[src/rtl/klc_pkg.sv]
package klc_pkg;
  typedef enum logic [1:0] {
    KS_IDLE = 2'd0,
    KS_HALF = 2'd1,
    KS_OPEN = 2'd2,
    KS_DEAD = 2'd3
  } key_st_e;
endpackage

[src/rtl/klc_key_seq.sv]
module klc_key_seq import klc_pkg::*; #(
  parameter int          W  = 32,
  parameter logic [W-1:0] K1 = '0,
  parameter logic [W-1:0] K2 = '1
) (
  input  logic         clk_i,
  input  logic         rst_ni,
  input  logic         key_wr_i,
  input  logic [W-1:0] key_i,
  input  logic         enable_i,
  input  logic         relock_i,
  output logic         open_o,
  output logic         open_nxt_o,
  output logic         bad_o
);
  key_st_e st_q, st_d;

  always_comb begin
    st_d  = st_q;
    bad_o = 1'b0;
    if (key_wr_i) begin
      if (!enable_i) begin
        st_d  = KS_DEAD;
        bad_o = 1'b1;
      end else begin
        unique case (st_q)
          KS_IDLE: if (key_i == K1) st_d = KS_HALF; else begin st_d = KS_DEAD; bad_o = 1'b1; end
          KS_HALF: if (key_i == K2) st_d = KS_OPEN; else begin st_d = KS_DEAD; bad_o = 1'b1; end
          default: begin st_d = KS_DEAD; bad_o = 1'b1; end
        endcase
      end
    end else if (relock_i && st_q != KS_DEAD) begin
      st_d = KS_IDLE;
    end
  end

  always_ff @(posedge clk_i or negedge rst_ni)
    if (!rst_ni) st_q <= KS_IDLE;
    else         st_q <= st_d;

  assign open_o     = (st_q == KS_OPEN);
  assign open_nxt_o = (st_d == KS_OPEN);

  // dead state is left only through reset
  assert_dead_sticky_R5: assert property (@(posedge clk_i) disable iff (!rst_ni)
    st_q == KS_DEAD |=> st_q == KS_DEAD);
  // opening needs the second key right after the first
  assert_open_order_R2: assert property (@(posedge clk_i) disable iff (!rst_ni)
    (st_q != KS_OPEN) ##1 (st_q == KS_OPEN) |->
      $past(st_q) == KS_HALF && $past(key_wr_i) && $past(key_i) == K2);
endmodule

[src/rtl/klc_ctrl_data.sv]
module klc_ctrl_data #(
  parameter int W = 30
) (
  input  logic         clk_i,
  input  logic         rst_ni,
  input  logic         wr_i,
  input  logic         allow_i,
  input  logic [W-1:0] d_i,
  output logic [W-1:0] q_o
);
  logic [W-1:0] data_q;

  always_ff @(posedge clk_i or negedge rst_ni)
    if (!rst_ni)              data_q <= '0;
    else if (wr_i && allow_i) data_q <= d_i;

  assign q_o = data_q;

  assert_locked_hold_R7: assert property (@(posedge clk_i) disable iff (!rst_ni)
    (wr_i && !allow_i) |=> $stable(data_q));
endmodule

[src/rtl/key_lock_ctrl.sv]
module key_lock_ctrl #(
  parameter int                DATA_W    = 32,
  parameter int                ADDR_W    = 4,
  parameter logic [ADDR_W-1:0] ADDR_MKEY = 4'h2,
  parameter logic [ADDR_W-1:0] ADDR_OKEY = 4'h3,
  parameter logic [ADDR_W-1:0] ADDR_CTRL = 4'h5,
  parameter logic [DATA_W-1:0] MKEY1     = 32'h4567_0123,
  parameter logic [DATA_W-1:0] MKEY2     = 32'hCDEF_89AB,
  parameter logic [DATA_W-1:0] OKEY1     = 32'h0819_2A3B,
  parameter logic [DATA_W-1:0] OKEY2     = 32'h4C5D_6E7F
) (
  input  logic              clk_i,
  input  logic              rst_ni,
  input  logic              we_i,
  input  logic [ADDR_W-1:0] addr_i,
  input  logic [DATA_W-1:0] wdata_i,
  output logic [DATA_W-1:0] ctrl_o,
  output logic              ctrl_wr_en_o,
  output logic              opt_wr_en_o,
  output logic              bus_err_o
);
  localparam int MLOCK = DATA_W - 1;
  localparam int OLOCK = DATA_W - 2;
  localparam int CW    = DATA_W - 2;

  logic mkey_wr, okey_wr, ctrl_wr;
  logic m_open, m_open_nxt, m_bad, m_relock;
  logic o_open, o_open_nxt, o_bad, o_relock;
  logic err_q;
  logic [CW-1:0] data_q;

  assign mkey_wr = we_i && (addr_i == ADDR_MKEY);
  assign okey_wr = we_i && (addr_i == ADDR_OKEY);
  assign ctrl_wr = we_i && (addr_i == ADDR_CTRL);

  assign m_relock = ctrl_wr && m_open && wdata_i[MLOCK];
  // option lock follows the main lock down on the same edge
  assign o_relock = (ctrl_wr && m_open && (wdata_i[MLOCK] || wdata_i[OLOCK])) || !m_open_nxt;

  klc_key_seq #(.W(DATA_W), .K1(MKEY1), .K2(MKEY2)) u_main (
    .clk_i, .rst_ni, .key_wr_i(mkey_wr), .key_i(wdata_i), .enable_i(1'b1),
    .relock_i(m_relock), .open_o(m_open), .open_nxt_o(m_open_nxt), .bad_o(m_bad));

  klc_key_seq #(.W(DATA_W), .K1(OKEY1), .K2(OKEY2)) u_opt (
    .clk_i, .rst_ni, .key_wr_i(okey_wr), .key_i(wdata_i), .enable_i(m_open),
    .relock_i(o_relock), .open_o(o_open), .open_nxt_o(o_open_nxt), .bad_o(o_bad));

  klc_ctrl_data #(.W(CW)) u_data (
    .clk_i, .rst_ni, .wr_i(ctrl_wr), .allow_i(m_open), .d_i(wdata_i[CW-1:0]), .q_o(data_q));

  always_ff @(posedge clk_i or negedge rst_ni)
    if (!rst_ni) err_q <= 1'b0;
    else         err_q <= m_bad || o_bad;

  assign ctrl_o       = {!m_open, !o_open, data_q};
  assign ctrl_wr_en_o = m_open;
  assign opt_wr_en_o  = m_open && o_open;
  assign bus_err_o    = err_q;

  assert_opt_needs_main_R10: assert property (@(posedge clk_i) disable iff (!rst_ni)
    opt_wr_en_o |-> ctrl_wr_en_o);
  assert_err_cause_R12: assert property (@(posedge clk_i) disable iff (!rst_ni)
    bus_err_o |-> $past(we_i) && ($past(addr_i) == ADDR_MKEY || $past(addr_i) == ADDR_OKEY));
  assert_relock_R8: assert property (@(posedge clk_i) disable iff (!rst_ni)
    (ctrl_wr && wdata_i[MLOCK]) |=> !ctrl_wr_en_o && !opt_wr_en_o);
  assert_opt_open_R3: assert property (@(posedge clk_i) disable iff (!rst_ni)
    $rose(o_open) |-> $past(okey_wr) && $past(m_open));
endmodule

[config.mk]
export PLATFORM = sky130hd
export DESIGN_NAME = key_lock_ctrl
export DESIGN_NICKNAME = d
export VERILOG_FILES = /design/src/rtl/klc_pkg.sv /design/src/rtl/klc_key_seq.sv /design/src/rtl/klc_ctrl_data.sv /design/src/rtl/key_lock_ctrl.sv
export SDC_FILE = /design/constraint.sdc
export NUM_CORES = 1
export LEC_CHECK = 0
export BUFFER_PORTS_ARGS = -buffer_cell sky130_fd_sc_hd__buf_2
export CAP_MARGIN = 20
export CORE_UTILIZATION = 46
export DETAILED_ROUTE_END_ITERATION = 6
export PLACE_DENSITY_LB_ADDON = 0.15
export SETUP_SLACK_MARGIN = 0.4
export SLEW_MARGIN = 10
export SYNTH_ARGS = -nofsm -noshare
export SYNTH_HDL_FRONTEND = slang
export SYNTH_SLANG_ARGS = --single-unit
[constraint.sdc]
create_clock -name clk_i -period 2.5 [get_ports clk_i]
set_clock_uncertainty 0.05 [all_clocks]
set_input_delay 0.375 -clock clk_i [delete_from_list [all_inputs] [get_ports clk_i]]
set_output_delay 0.375 -clock clk_i [all_outputs]
set_load 0.05 [all_outputs]
==> impl_metrics.csv <==
group,metric,value,unit
finish,multiInputGateArea,713.2,um2
setup_path,crit_chain,"or4b_1, nor4b_2, nand4_1, o21ba_1, a211o_1",
global_routing,grt_overflow,0,
sta,hold_viol,0,
sta,finalSetupViolations,0,
floorplanning,io_pins,74,
setup_path,path_max_fanout,4,
routing,ant_nets,0,
global_routing,grt_pass1_wl,5451,um
global_routing,grt_max_degree,36,
routing,drcViolationCount,0,
clocking,cts_buffers,5,
power_and_ir_drop,peakVddDrop,0.3227,mV
setup_path,path_buf_inv,0,
logic_synthesis,synth_nets,165,
clocking,cts_buffer_depth,2,
setup_path,critPathKind,"flop to flop",
sta,relSlewSlack,48.31,%
routing,via_per_inst,5.361,
power_and_ir_drop,powerDensity,471.1,mW/mm2
finish,design_area,0.002103,mm2
finish,synthToLayoutAreaGrowth,30.72,%
logic_synthesis,ys_seq_elements,35,
floorplanning,die_y,61.15,um
logic_synthesis,synth-edff-count,0,
placement,port_buffers,73,
sta,finalCritPeriodShare,76.29,%
setup_path,r2r_end,"u_opt.st_q[0]$_DFFE_PN0P_",
setup_path,slowest_delay,0.49,ns
run_status,run_status,"finished, final reports clean",
floorplanning,die_w,61.15,um
placement,place_hpwl,2895,um
logic_synthesis,synth.avg_cell_area,12.77,um2
hold_path,min_path_type,"primary input to asynchronous set/reset pin",
floorplanning,die_area,0.003739,mm2
finish,nets,244,
sta,min_period,1.907,ns
finish,antenna_cells,0,
placement,place_congestion,0.7584,
clocking,clock_sinks,35,
clocking,path_clk_slew,0.11,ns
logic_synthesis,synth_cells,126,
logic_synthesis,synth-seq-area-share,54.43,%
clocking,cts_root_buffer,"clkbuf_4",
sta,rsz0062_at_grt,"false",
logic_synthesis,ys_types,28,
clocking,cts_setup_buffers,0,
job,drv_cap,0,
sta,finalMaxSlewViolations,0,
routing,firstDrtPassIters,4,
clocking,h-tree-depth,2,
setup_path,crit_start,"u_opt.st_q[1]$_DFFE_PN0P_",
floorplanning,rows,21,
clocking,cts-resized-gates,0,
setup_path,path_delay_family,"simple AND/OR/NAND/NOR gates",
global_routing,grt_usage,20.81,%
sta,fmax,524.3,MHz
setup_path,cp.arrival,2.09,ns
clocking,hold_buffers,0,
sta,worstMarginPinSlew,0.7754,ns
finish,fill_cells,299,
setup_path,cp-end-kind,"flop",
clocking,insertion_delay,0.33,ns
routing,drtIter0Drc,50,
power_and_ir_drop,leakagePower,1.177,nW
finish,final_cells,252,
routing,num_vias,1351,
global_routing,antenna_found_initial,0,
sta,tns,0,ns
finish,seq_area,875.8,um2
placement,dp_cells,244,
routing,wire_per_inst,14.52,um
floorplanning,core-area,0.003337,mm2
setup_path,required,2.68,ns
setup_path,worstRegToRegCells,5,
logic_synthesis,yosys_warnings,0,
routing,wirelength,3660,um
clocking,cts_tree,"done",
finish,drive_gt1_share,56.31,%
floorplanning,start_util,48.22,%
setup_path,rrSetupSlack,0.59,ns
setup_path,r2r-start,"u_opt.st_q[1]$_DFFE_PN0P_",
global_routing,grt_pass1_vias,1218,
logic_synthesis,ys.flop_type,"dfrtp_1",
logic_synthesis,async_reset_ff_share,100.0,%
setup_path,cp_slowest_cell,"or4b_1",
logic_synthesis,syn_area,0.001609,mm2
power_and_ir_drop,power,0.0009908,W
placement,dpl_cell_area,0.002034,mm2
setup_path,start_kind,"flop",
## logic make-up after synthesis
family          count (synthesis)  synth area share [%]
buf+inv                         5                 1.400
simple gates                   44                 18.12
compound gates                 12                 5.055
mux                            30                 21.00
flops                          35                 54.43
## worst max-delay path by stage
stage                                 to  slack, ns  cells past startpoint
2_1_floorplan  u_opt.st_q[0]$_DFFE_PN0P_       0.45                      6
3_5_place_dp   u_opt.st_q[0]$_DFFE_PN0P_       0.46                      6
5_1_grt        u_opt.st_q[0]$_DFFE_PN0P_       0.46                      5
4_1_cts        u_opt.st_q[0]$_DFFE_PN0P_       0.59                      5
3_3_place_gp   u_opt.st_q[0]$_DFFE_PN0P_       0.48                      6
6_report       u_opt.st_q[0]$_DFFE_PN0P_       0.59                      5
## power breakdown
group / total (W) / switching (W) / internal [W]
Clock: 0.000340 / 0.000175 / 0.000166
Combinational: 0.0000773 / 0.0000441 / 0.0000332
Sequential: 0.000573 / 0.00000359 / 0.000570
## layout make-up
class                      instances  share of cell area (%)
multi-input combinational         86                   33.91
timing repair buffer              75                   18.08
clock buffer                       8                   3.272
tap                               46                   2.736
inverter                           2                  0.3569
sequential                        35                   41.64
## sequential cells by signal, summed over array words and instances, names as in the netlist
register     cells
u_main.st_q      2
u_data.q_o      30
bus_err_o        1
u_opt.st_q       2
## synth_stat cells, types with 2 or more instances
master,n,share of area [%]
dfrtp_1,35,54
nor3_1,3,0.93
and3_1,2,0.78
a21oi_1,4,1.2
or4_1,2,0.93
nor4_1,3,1.2
nor2_1,6,1.4
nand2b_1,2,0.78
mux2_2,30,21
o21ai_0,2,0.62
buf_2,3,0.93
inv_1,2,0.47
nand3_1,3,0.93
a211o_1,2,1.1
nand2_1,3,0.70
nand4_1,9,3.5
o21ba_1,2,1.2
nand4bb_1,3,2.1
## metrics by stage
| step | setup WS [ns] | utilization (%) | hold slack (ns) |
|---|---|---|---|
| after floorplan | 0.4549 | - | 0.02941 |
| after global placement | 0.4779 | 60.97 | 0.4312 |
| after detailed placement | 0.4635 | 60.97 | 0.4380 |
| after CTS | 0.5856 | 63.03 | 0.06300 |
| after global routing | 0.4642 | 63.03 | 0.09898 |
| final | 0.5926 | 63.03 | 0.06048 |
## per-layer routing
metal	track usage, %	part of all wire, %	up-vias	wire length, um
li1	-	-	638	-
met1	27.04	44	659	1623
met2	33.23	48	50	1774
met3	6.303	6.1	4	223
met4	7.143	1.0	0	38
met5	0	0	-	0
## layout by cell type, fill, tap and decap left out, types with 2 or more instances in the layout
| cell | Yosys | layout |
|---|---|---|
| a211o_1 | 2 | 2 |
| a21oi_1 | 4 | 4 |
| and3_1 | 2 | 2 |
| buf_2 | 3 | 73 |
| buf_4 | 0 | 2 |
| clkbuf_4 | 0 | 5 |
| clkbuf_8 | 0 | 2 |
| dfrtp_1 | 35 | 35 |
| inv_1 | 2 | 2 |
| mux2_2 | 30 | 30 |
| nand2_1 | 3 | 3 |
| nand3_1 | 3 | 3 |
| nand4_1 | 9 | 9 |
| nand4bb_1 | 3 | 3 |
| nor2_1 | 6 | 6 |
| nor3_1 | 3 | 3 |
| nor4_1 | 3 | 3 |
| o21ai_0 | 2 | 2 |
| o21ba_1 | 2 | 2 |
| or4_1 | 2 | 2 |
Power figures use the tool's default switching activity.
